<file path="src/rtl/drng_hs_pkg.sv">
package drng_hs_pkg;
  localparam int ADDR_W = 8;
  localparam int DATA_W = 32;
  localparam int N_OPS  = 5;
  localparam int OP_W   = $clog2(N_OPS);

  // work kinds; the bit position of each is its request/acknowledge bit
  localparam logic [OP_W-1:0] OP_INST    = OP_W'(0);
  localparam logic [OP_W-1:0] OP_RESEED  = OP_W'(1);
  localparam logic [OP_W-1:0] OP_SELFTST = OP_W'(2);
  localparam logic [OP_W-1:0] OP_SWDET   = OP_W'(3);
  localparam logic [OP_W-1:0] OP_SWTRUE  = OP_W'(4);

  localparam logic [ADDR_W-1:0] ADDR_REQ   = 8'h10;
  localparam logic [ADDR_W-1:0] ADDR_ACK   = 8'h14;
  localparam logic [ADDR_W-1:0] ADDR_WIN0  = 8'h70;

  localparam int MASK_LSB = 16;

  function automatic logic [DATA_W-1:0] lfsr_step(input logic [DATA_W-1:0] s,
                                                   input logic [DATA_W-1:0] taps);
    return (s >> 1) ^ (s[0] ? taps : '0);
  endfunction
endpackage

</file>
<file path="src/rtl/drng_hs_arb.sv">
module drng_hs_arb
  import drng_hs_pkg::*;
(
  input  logic [N_OPS-1:0] req_i,
  output logic             vld_o,
  output logic [OP_W-1:0]  idx_o
);
  // lowest set bit wins: scan downward so the last hit is the lowest
  always_comb begin
    vld_o = |req_i;
    idx_o = '0;
    for (int i = N_OPS - 1; i >= 0; i--) begin
      if (req_i[i]) idx_o = OP_W'(i);
    end
  end
endmodule

</file>
<file path="src/rtl/drng_hs_engine.sv">
module drng_hs_engine
  import drng_hs_pkg::*;
#(
  parameter int OP_CYCLES = 64
) (
  input  logic             clk,
  input  logic             rst_n,
  input  logic [N_OPS-1:0] req_i,
  output logic             busy_o,
  output logic [OP_W-1:0]  op_o,
  output logic             done_o
);
  localparam int CNT_W = (OP_CYCLES > 1) ? $clog2(OP_CYCLES) : 1;
  localparam logic [CNT_W-1:0] CNT_LAST = CNT_W'(OP_CYCLES - 1);

  logic             busy_q;
  logic [OP_W-1:0]  op_q;
  logic [CNT_W-1:0] cnt_q;
  logic             pick_vld;
  logic [OP_W-1:0]  pick_idx;
  logic             still_req;

  drng_hs_arb u_arb (
    .req_i (req_i),
    .vld_o (pick_vld),
    .idx_o (pick_idx)
  );

  assign still_req = req_i[op_q];
  assign done_o    = busy_q && still_req && (cnt_q == CNT_LAST);
  assign busy_o    = busy_q;
  assign op_o      = op_q;

  always_ff @(posedge clk) begin
    if (!rst_n) begin
      busy_q <= 1'b0;
      op_q   <= '0;
      cnt_q  <= '0;
    end else if (!busy_q) begin
      if (pick_vld) begin
        busy_q <= 1'b1;
        op_q   <= pick_idx;
        cnt_q  <= '0;
      end
    end else if (!still_req || done_o) begin
      // abandoned or finished: back to idle
      busy_q <= 1'b0;
      cnt_q  <= '0;
    end else begin
      cnt_q <= cnt_q + 1'b1;
    end
  end
endmodule

</file>
<file path="src/rtl/drng_hs_gen.sv">
module drng_hs_gen
  import drng_hs_pkg::*;
#(
  parameter int                N_WORDS = 8,
  parameter logic [DATA_W-1:0] SEED    = 32'hACE1_0001,
  parameter logic [DATA_W-1:0] TAPS    = 32'h8020_0003,
  parameter logic [DATA_W-1:0] MIX     = 32'h5A5A_C3C3
) (
  input  logic                      clk,
  input  logic                      rst_n,
  input  logic                      busy_i,
  input  logic                      done_i,
  input  logic [OP_W-1:0]           op_i,
  output logic [N_WORDS*DATA_W-1:0] words_o
);
  logic [DATA_W-1:0] state_q;
  logic [DATA_W-1:0] chain [N_WORDS+1];

  assign chain[0] = state_q;

  // unrolled look-ahead: word k is the state k+1 steps ahead
  for (genvar k = 0; k < N_WORDS; k++) begin : g_ahead
    assign chain[k+1] = lfsr_step(chain[k], TAPS);
    assign words_o[k*DATA_W +: DATA_W] = chain[k+1];
  end

  always_ff @(posedge clk) begin
    if (!rst_n) begin
      state_q <= SEED;
    end else if (busy_i) begin
      if (done_i && op_i == OP_INST)        state_q <= SEED;
      else if (done_i && op_i == OP_RESEED) state_q <= chain[1] ^ MIX;
      else                                   state_q <= chain[1];
    end
  end
endmodule

</file>
<file path="src/rtl/drng_hs_regs.sv">
module drng_hs_regs
  import drng_hs_pkg::*;
#(
  parameter int N_WORDS = 8
) (
  input  logic                      clk,
  input  logic                      rst_n,
  input  logic                      bus_we,
  input  logic [ADDR_W-1:0]         bus_addr,
  input  logic [DATA_W-1:0]         bus_wdata,
  input  logic                      done_i,
  input  logic [OP_W-1:0]           op_i,
  input  logic [N_WORDS*DATA_W-1:0] gen_words_i,
  output logic [N_OPS-1:0]          req_o,
  output logic [N_OPS-1:0]          ack_o,
  output logic [N_WORDS*DATA_W-1:0] data_o,
  output logic [DATA_W-1:0]         rdata_o
);
  localparam int IDX_W = (N_WORDS > 1) ? $clog2(N_WORDS) : 1;
  localparam logic [ADDR_W-1:0] WIN_END = ADDR_WIN0 + ADDR_W'(4 * N_WORDS);

  logic [N_OPS-1:0]  req_q, ack_q, req_d, ack_d;
  logic [N_OPS-1:0]  wmask, wclr, done_vec;
  logic [DATA_W-1:0] data_q [N_WORDS];
  logic [ADDR_W-1:0] win_off;
  logic              req_wr, ack_wr, take_words;
  logic              unused_wbits;

  assign req_wr     = bus_we && (bus_addr == ADDR_REQ);
  assign ack_wr     = bus_we && (bus_addr == ADDR_ACK);
  assign wmask      = req_wr ? bus_wdata[MASK_LSB +: N_OPS] : '0;
  assign wclr       = ack_wr ? bus_wdata[N_OPS-1:0] : '0;
  assign take_words = done_i && (op_i == OP_SWDET);
  assign unused_wbits = ^{bus_wdata[DATA_W-1:MASK_LSB+N_OPS], bus_wdata[MASK_LSB-1:N_OPS]};

  always_comb begin
    done_vec = '0;
    if (done_i) done_vec[op_i] = 1'b1;
    // hardware completion overrides a same-edge software write
    req_d = ((req_q & ~wmask) | (bus_wdata[N_OPS-1:0] & wmask)) & ~done_vec;
    ack_d = (ack_q & ~wclr) | done_vec;
  end

  always_ff @(posedge clk) begin
    if (!rst_n) begin
      req_q <= '0;
      ack_q <= '0;
    end else begin
      req_q <= req_d;
      ack_q <= ack_d;
    end
  end

  for (genvar k = 0; k < N_WORDS; k++) begin : g_word
    always_ff @(posedge clk) begin
      if (!rst_n)          data_q[k] <= '0;
      else if (take_words) data_q[k] <= gen_words_i[k*DATA_W +: DATA_W];
    end
    assign data_o[k*DATA_W +: DATA_W] = data_q[k];
  end

  assign win_off = bus_addr - ADDR_WIN0;

  always_comb begin
    rdata_o = '0;
    if (bus_addr == ADDR_REQ)
      rdata_o[N_OPS-1:0] = req_q;
    else if (bus_addr == ADDR_ACK)
      rdata_o[N_OPS-1:0] = ack_q;
    else if (bus_addr >= ADDR_WIN0 && bus_addr < WIN_END && bus_addr[1:0] == 2'b00)
      rdata_o = data_q[win_off[IDX_W+1:2]];
  end

  assign req_o = req_q;
  assign ack_o = ack_q;
endmodule

</file>
<file path="src/rtl/drng_handshake_regs.sv">
module drng_handshake_regs
  import drng_hs_pkg::*;
#(
  parameter int          OP_CYCLES = 64,
  parameter int          N_WORDS   = 8,
  parameter logic [31:0] SEED      = 32'hACE1_0001,
  parameter logic [31:0] TAPS      = 32'h8020_0003,
  parameter logic [31:0] MIX       = 32'h5A5A_C3C3
) (
  input  logic        clk,
  input  logic        rst_n,
  input  logic        bus_we,
  input  logic [7:0]  bus_addr,
  input  logic [31:0] bus_wdata,
  output logic [31:0] bus_rdata
);
  logic [N_OPS-1:0]          req_vec, ack_vec;
  logic                      eng_busy, eng_done;
  logic [OP_W-1:0]           eng_op;
  logic [N_WORDS*DATA_W-1:0] gen_words, data_flat;

  drng_hs_regs #(.N_WORDS(N_WORDS)) u_regs (
    .clk         (clk),
    .rst_n       (rst_n),
    .bus_we      (bus_we),
    .bus_addr    (bus_addr),
    .bus_wdata   (bus_wdata),
    .done_i      (eng_done),
    .op_i        (eng_op),
    .gen_words_i (gen_words),
    .req_o       (req_vec),
    .ack_o       (ack_vec),
    .data_o      (data_flat),
    .rdata_o     (bus_rdata)
  );

  drng_hs_engine #(.OP_CYCLES(OP_CYCLES)) u_engine (
    .clk    (clk),
    .rst_n  (rst_n),
    .req_i  (req_vec),
    .busy_o (eng_busy),
    .op_o   (eng_op),
    .done_o (eng_done)
  );

  drng_hs_gen #(
    .N_WORDS (N_WORDS),
    .SEED    (SEED),
    .TAPS    (TAPS),
    .MIX     (MIX)
  ) u_gen (
    .clk     (clk),
    .rst_n   (rst_n),
    .busy_i  (eng_busy),
    .done_i  (eng_done),
    .op_i    (eng_op),
    .words_o (gen_words)
  );
endmodule

</file>
<file path="config.mk">
export PLATFORM = sky130hd
export DESIGN_NAME = drng_handshake_regs
export DESIGN_NICKNAME = d
export VERILOG_FILES = /design/src/rtl/drng_hs_pkg.sv /design/src/rtl/drng_hs_arb.sv /design/src/rtl/drng_hs_engine.sv /design/src/rtl/drng_hs_gen.sv /design/src/rtl/drng_hs_regs.sv /design/src/rtl/drng_handshake_regs.sv
export SDC_FILE = /design/constraint.sdc
export NUM_CORES = 1
export LEC_CHECK = 0
export ABC_AREA = 1
export CELL_PAD_IN_SITES_DETAIL_PLACEMENT = 2
export CELL_PAD_IN_SITES_GLOBAL_PLACEMENT = 2
export CORE_MARGIN = 3
export CORE_UTILIZATION = 24
export CTS_CLUSTER_DIAMETER = 30
export DETAILED_ROUTE_END_ITERATION = 8
export PLACE_DENSITY_LB_ADDON = 0.05
export SLEW_MARGIN = 10
export SYNTH_ARGS = -nofsm -noshare
export SYNTH_HDL_FRONTEND = slang
export SYNTH_SLANG_ARGS = --single-unit
</file>
<file path="constraint.sdc">
create_clock -name clk -period 2.9 [get_ports clk]
set_input_delay 0.725 -clock clk [delete_from_list [all_inputs] [get_ports clk]]
set_output_delay 0.725 -clock clk [all_outputs]
set_load 0.05 [all_outputs]
</file>
Word level (Yosys, flattened, before mapping)
Memories as Yosys holds them, arrays and structs flattened.
Cells that the tools add are included.
- flip-flop bits (word level): 52
- memories kept: 1
- bits in writable memories: 256
- logic and storage cells: 107
- bits of input ports: 43
- memories (memory ; depth ; width ; rd ports ; clocked after Yosys merged registers in ; write ports ; RTL line ; RTL):
    u_regs.data_q ; 8 ; 32 ; 1 ; 0 ; 8 ; drng_hs_regs.sv:24 ; logic [DATA_W-1:0] data_q [N_WORDS];
- eq/ne operators: 5
- reductions and logical operators: 17
- magnitude comparators: 4
- multiplexer cells: 45
- add/sub/neg operators: 2
- bitwise logic cells: 27
- operators with widths (operator ; count):
    $mux W32 ; 18
    $xor A31 B32 Y32 ; 8
    $mux W27 ; 2
    $mux W31 ; 1
    $mux W5 ; 5
    $and A5 B5 Y5 ; 4
    $mux W6 ; 3
    $eq A8 B5 Y1 const B ; 2
    $not A16 Y16 ; 1
    $mux W3 ; 5
    $not A5 Y5 ; 3
    $logic_and A1 B1 Y1 ; 10
    $or A5 B5 Y5 ; 2
    $mux W1 ; 9
    $ge A8 B7 Y1 const B ; 1
    $lt A8 B8 Y1 const B ; 1
    $or A1 B1 Y1 ; 8
    $add A6 B1 Y6 const B ; 1
    $eq A6 B6 Y1 const B ; 1
    $reduce_or A5 Y1 ; 1
    $sub A5 B5 Y5 const B ; 1
    $lt A3 B4 Y1 const B ; 1
    $bmux W1 S3 ; 1
    $demux W1 S3 ; 1
    other kinds (10) ; 10

Longest topological paths before layout
- depth after elaboration: 17
- depth in mapped cells: 13
- mapped depth without buffers: 13

Hierarchy
From an unflattened synthesis, not the netlist that was laid out.
- cells, all modules: 2068
- area, all modules: 17184.0 um^2
- modules (own cells, without submodules) (module ; area each (um^2) ; instances ; seq. area each (um^2) ; cells each):
    drng_hs_regs ; 13026.2 ; 1 ; 7887.6 ; 1500
    drng_hs_gen ; 3575.9 ; 1 ; 640.6 ; 480
    drng_hs_engine ; 534.3 ; 1 ; 200.2 ; 77
    drng_hs_arb ; 47.5 ; 1 ; 0.0 ; 11

Least setup slack after synthesis
OpenSTA, ideal clock, no wires.
- kind: input port to output port
- start point: input bus_addr[3]
- end point: output bus_rdata[28]
- path buffers: 2
- setup slack: -563 ps
- stages: 7
- data arrival time: 2738 ps
- cells stage by stage: inv_1 clkbuf_1 clkbuf_1 nand2_1 nand2_1 nor2_1 a211oi_1
- word-level cells in the longest chain between the ends: 6
- elaborated cells on any way between the ends: 11
- classes of those cells: add/sub (1); order compare (2); eq/ne (2); mux (3); reduce/logical (2); memory (1)
- ends and longest elaborated chain (item ; RTL line ; RTL):
    start, declared ; drng_handshake_regs.sv:13 ; input logic [7:0] bus_addr,
    parallel branches: the longest is 5 deep, another holds $mem_v2 Z8 W32 ; - ;
    $mux W27 (*) ; drng_hs_regs.sv:66 ; if (bus_addr == ADDR_REQ)
    end, declared ; drng_handshake_regs.sv:15 ; output logic [31:0] bus_rdata
Every way passes the cells marked *.

Worst setup path after layout
- start point: input bus_addr[2]
- end point: output bus_rdata[30]
Same word-level chain as after synthesis.

==> flow_summary.yaml <==
grt:
  grt_max_degree: 46
  grt_usage_pct: 16.6
  met3_usage_pct: 2.10
  global_route.usage.met1_pct: 23.6
  overflow: 0
  antenna_found_initial: 0
  grt_pass1_wl_um: 37200
  gr-max-usage-layer: "met2"
  globalRouteMet2Util_pct: 26.9
  grt_pass1_vias: 6591
synthesis:
  yosysSeqAreaShare_pct: 43.0
  synth.distinct_cells: 42
  yosysTopAreaCell: "edfxtp_1"
  netlist_area_mm2: 0.00612
  synth-main-ff-cell: "edfxtp_1"
  synth_cells: 871
  synth.area.top_cells: "edfxtp_1 26%, nand2_1 19%, dfxtp_1 17%, nand3_1 5.2%, nor2_1 5.1%"
  syn_avg_cell_area_um2: 7.02
  synth_common_cells: "313 x nand2_1, 83 x nor2_1, 71 x inv_1"
  ys_ff_latch: 105
  syn_nets: 915
  synth_edf_count: 53
  synth.most_common_cell: "nand2_1"
  synth_top_cell_area_share_pct: 26.0
  synthArstFlopShare_pct: 0
  yosysWarnings: 0
clock_network:
  numClockSinks: 105
  cts_inserted_buffers: 9
  h-tree-depth: 3
  cts_tree: "done"
  clock_path_buffers: 2
  holdBufCountCts: 0
  clk_latency_ns: 0.35
  clk_pin_slew_ns: 0.08
  ctsRootBufferMaster: "clkbuf_16"
placement:
  preCtsSetupSlack_ns: -0.312
  gp_congestion: 0.816
  port-buffer-count: 52
  post_dp_cell_area_mm2: 0.00775
  dp_hpwl_um: 17400
timing:
  slew_headroom_pct: 56.5
  period_share_pct: 98.8
  worst_pin_slew_ns: 0.651
  rsz0062_at_grt: "true"
  fmax_ghz: 0.349
  fin_ws_ns: 0.0337
  slew_viol_final: 0
  finalHoldViolations: 0
  finalCriticalPeriod_ns: 2.87
  fin_skew_ns: 0.0126
  finalSetupViolations: 0
run:
  maxCapViolCount: 0
pwr:
  p_per_area_mw_per_mm2: 398
  ir_worst_vdd_mv: 0.263
  p_int_mw: 2.47
  seqPwrFrac_pct: 47.6
  p_clk_share_pct: 37.5
  switching_share_pct: 26.3
  leakage_nw: 3.34
  pwr-share-comb_pct: 14.9
  switchingPower_mw: 0.880
detailed_routing:
  drtPass1Iterations: 4
  dr_total_vias: 6056
  routed_wl_um: 22900
  first_iter_violations: 234
  drcViolationCount: 0
  vias_per_cell: 4.74
  wire_per_inst_um: 18.0
  antenna_left: 0
finish:
  utilization_pct: 34.1
  layout.nets: 992
  areaGrowthSynthToFinish_pct: 37.5
  drive_above_1_share_pct: 21.5
  postLayoutCellArea_mm2: 0.00841
  antenna_cells: 0
worst_hold_path:
  holdPathStages: 2
  holdCritPathClass: "reg2reg"
setup_path:
  cp-start-kind: "input pin"
  end_kind: "output port"
  critPathMaxFanout: 21
  worstPathRequired_ns: 2.17
  path_class: "in2out"
  reg2reg_depth: 12
  arrival_ns: 2.14
floorplan:
  die-area_mm2: 0.0274
  io_pins: 75
  die_x_um: 166
  dieHeight_um: 166
  initial_core_util_pct: 24.8
  core_area_mm2: 0.0247
  rows: 57
status:
  status: "finished clean"
[layout by cell type (no fill, tap or decap), drive strengths merged, types with 4 or more instances in the layout]
master | Yosys | final
nand2 | 315 | 315
buf | 19 | 94
nor2 | 87 | 87
inv | 77 | 78
nand3 | 69 | 69
a21oi | 63 | 63
o21ai | 57 | 57
edfxtp | 53 | 53
dfxtp | 52 | 52
clkbuf | 26 | 16
clkdlybuf4s50 | 0 | 12
nand4 | 7 | 7
o211ai | 6 | 6
mux2i | 6 | 6
o221ai | 6 | 6
a211oi | 6 | 6
clkinv | 2 | 4
nor3 | 4 | 4
[worst max-delay path, stage by stage]
cell,delay [ns]
buf_2,0.13
buf_12,0.15
buf_12,0.15
o21ai_2,0.21
buf_4,0.14
a21oi_1,0.08
a221oi_4,0.36
buf_12,0.18
[area by class of cell]
cell class / instances / area (um^2)
timing repair buffer: 111 / 1410
clock buffer: 13 / 287
sequential: 105 / 2630
inverter: 79 / 302
clock inverter: 3 / 18.8
tap: 324 / 405
fill: 2867 / 16300
multi-input combinational: 642 / 3360
[worst paths after layout]
check                                        from              endpoint  slack, ns
worst max-delay path                  bus_addr[2]         bus_rdata[30]       0.03
worst min-delay path            u_gen.state_q[30]     u_gen.state_q[30]       0.47
worst max register to register   u_engine.op_o[0]  u_regs.data_q[3][21]       0.58
worst min register to register  u_gen.state_q[30]     u_gen.state_q[30]       0.47
[flip-flops by register name, summed over array words and instances, names as in the netlist]
signal / flops
u_engine.busy_o: 1
u_engine.cnt_q: 6
u_engine.op_o: 3
u_gen.state_q: 32
u_regs.ack_o: 5
u_regs.data_q: 53
u_regs.req_o: 5
[per-layer routing]
layer	share of wire [%]	vias to the layer above
met5	0	-
met4	1.4	0
met3	1.9	20
met2	46	63
met1	51	2979
li1	-	2994
[power groups by stage]
stage	logic (mW)	registers (mW)	clock network, mW
global route	0.541	1.60	1.35
global placement	0.441	1.63	0
finish	0.499	1.60	1.26
CTS	0.481	1.59	1.31
floorplan	0.249	1.62	0
detailed placement	0.450	1.63	0
[kinds of logic after synthesis]
| kind of cell | Yosys count | share of synthesized area (%) |
|---|---|---|
| adders and majority gates | 1 | 0.204 |
| buffers and inverters | 124 | 8.61 |
| AOI/OAI and AO/OA | 148 | 14.0 |
| xor gates and xnor gates | 3 | 0.430 |
| muxes | 6 | 0.982 |
| and+or+nand+nor | 484 | 32.8 |
| DFF | 105 | 43.0 |
[what timing repair did]
action                                  in CTS  in global routing
pin swaps                                   10                 13
endpoints found under the setup margin      32                 24
setup buffers                               10                  2
gates resized for setup                     47                 53
gates cloned                                 3                  0
[metrics by stage]
step	std cells	hold WS (ns)	setup TNS [ns]	total power, mW
after global placement	1247	0.452	-5.44	2.07
after global routing	1277	0.505	-0.348	3.49
after floorplan	871	0.439	-2.53	1.87
after CTS	1276	0.475	-0.137	3.38
after detailed placement	1247	0.463	-7.19	2.08
final	1277	0.471	0	3.35
(Power assumes the default switching activity.)
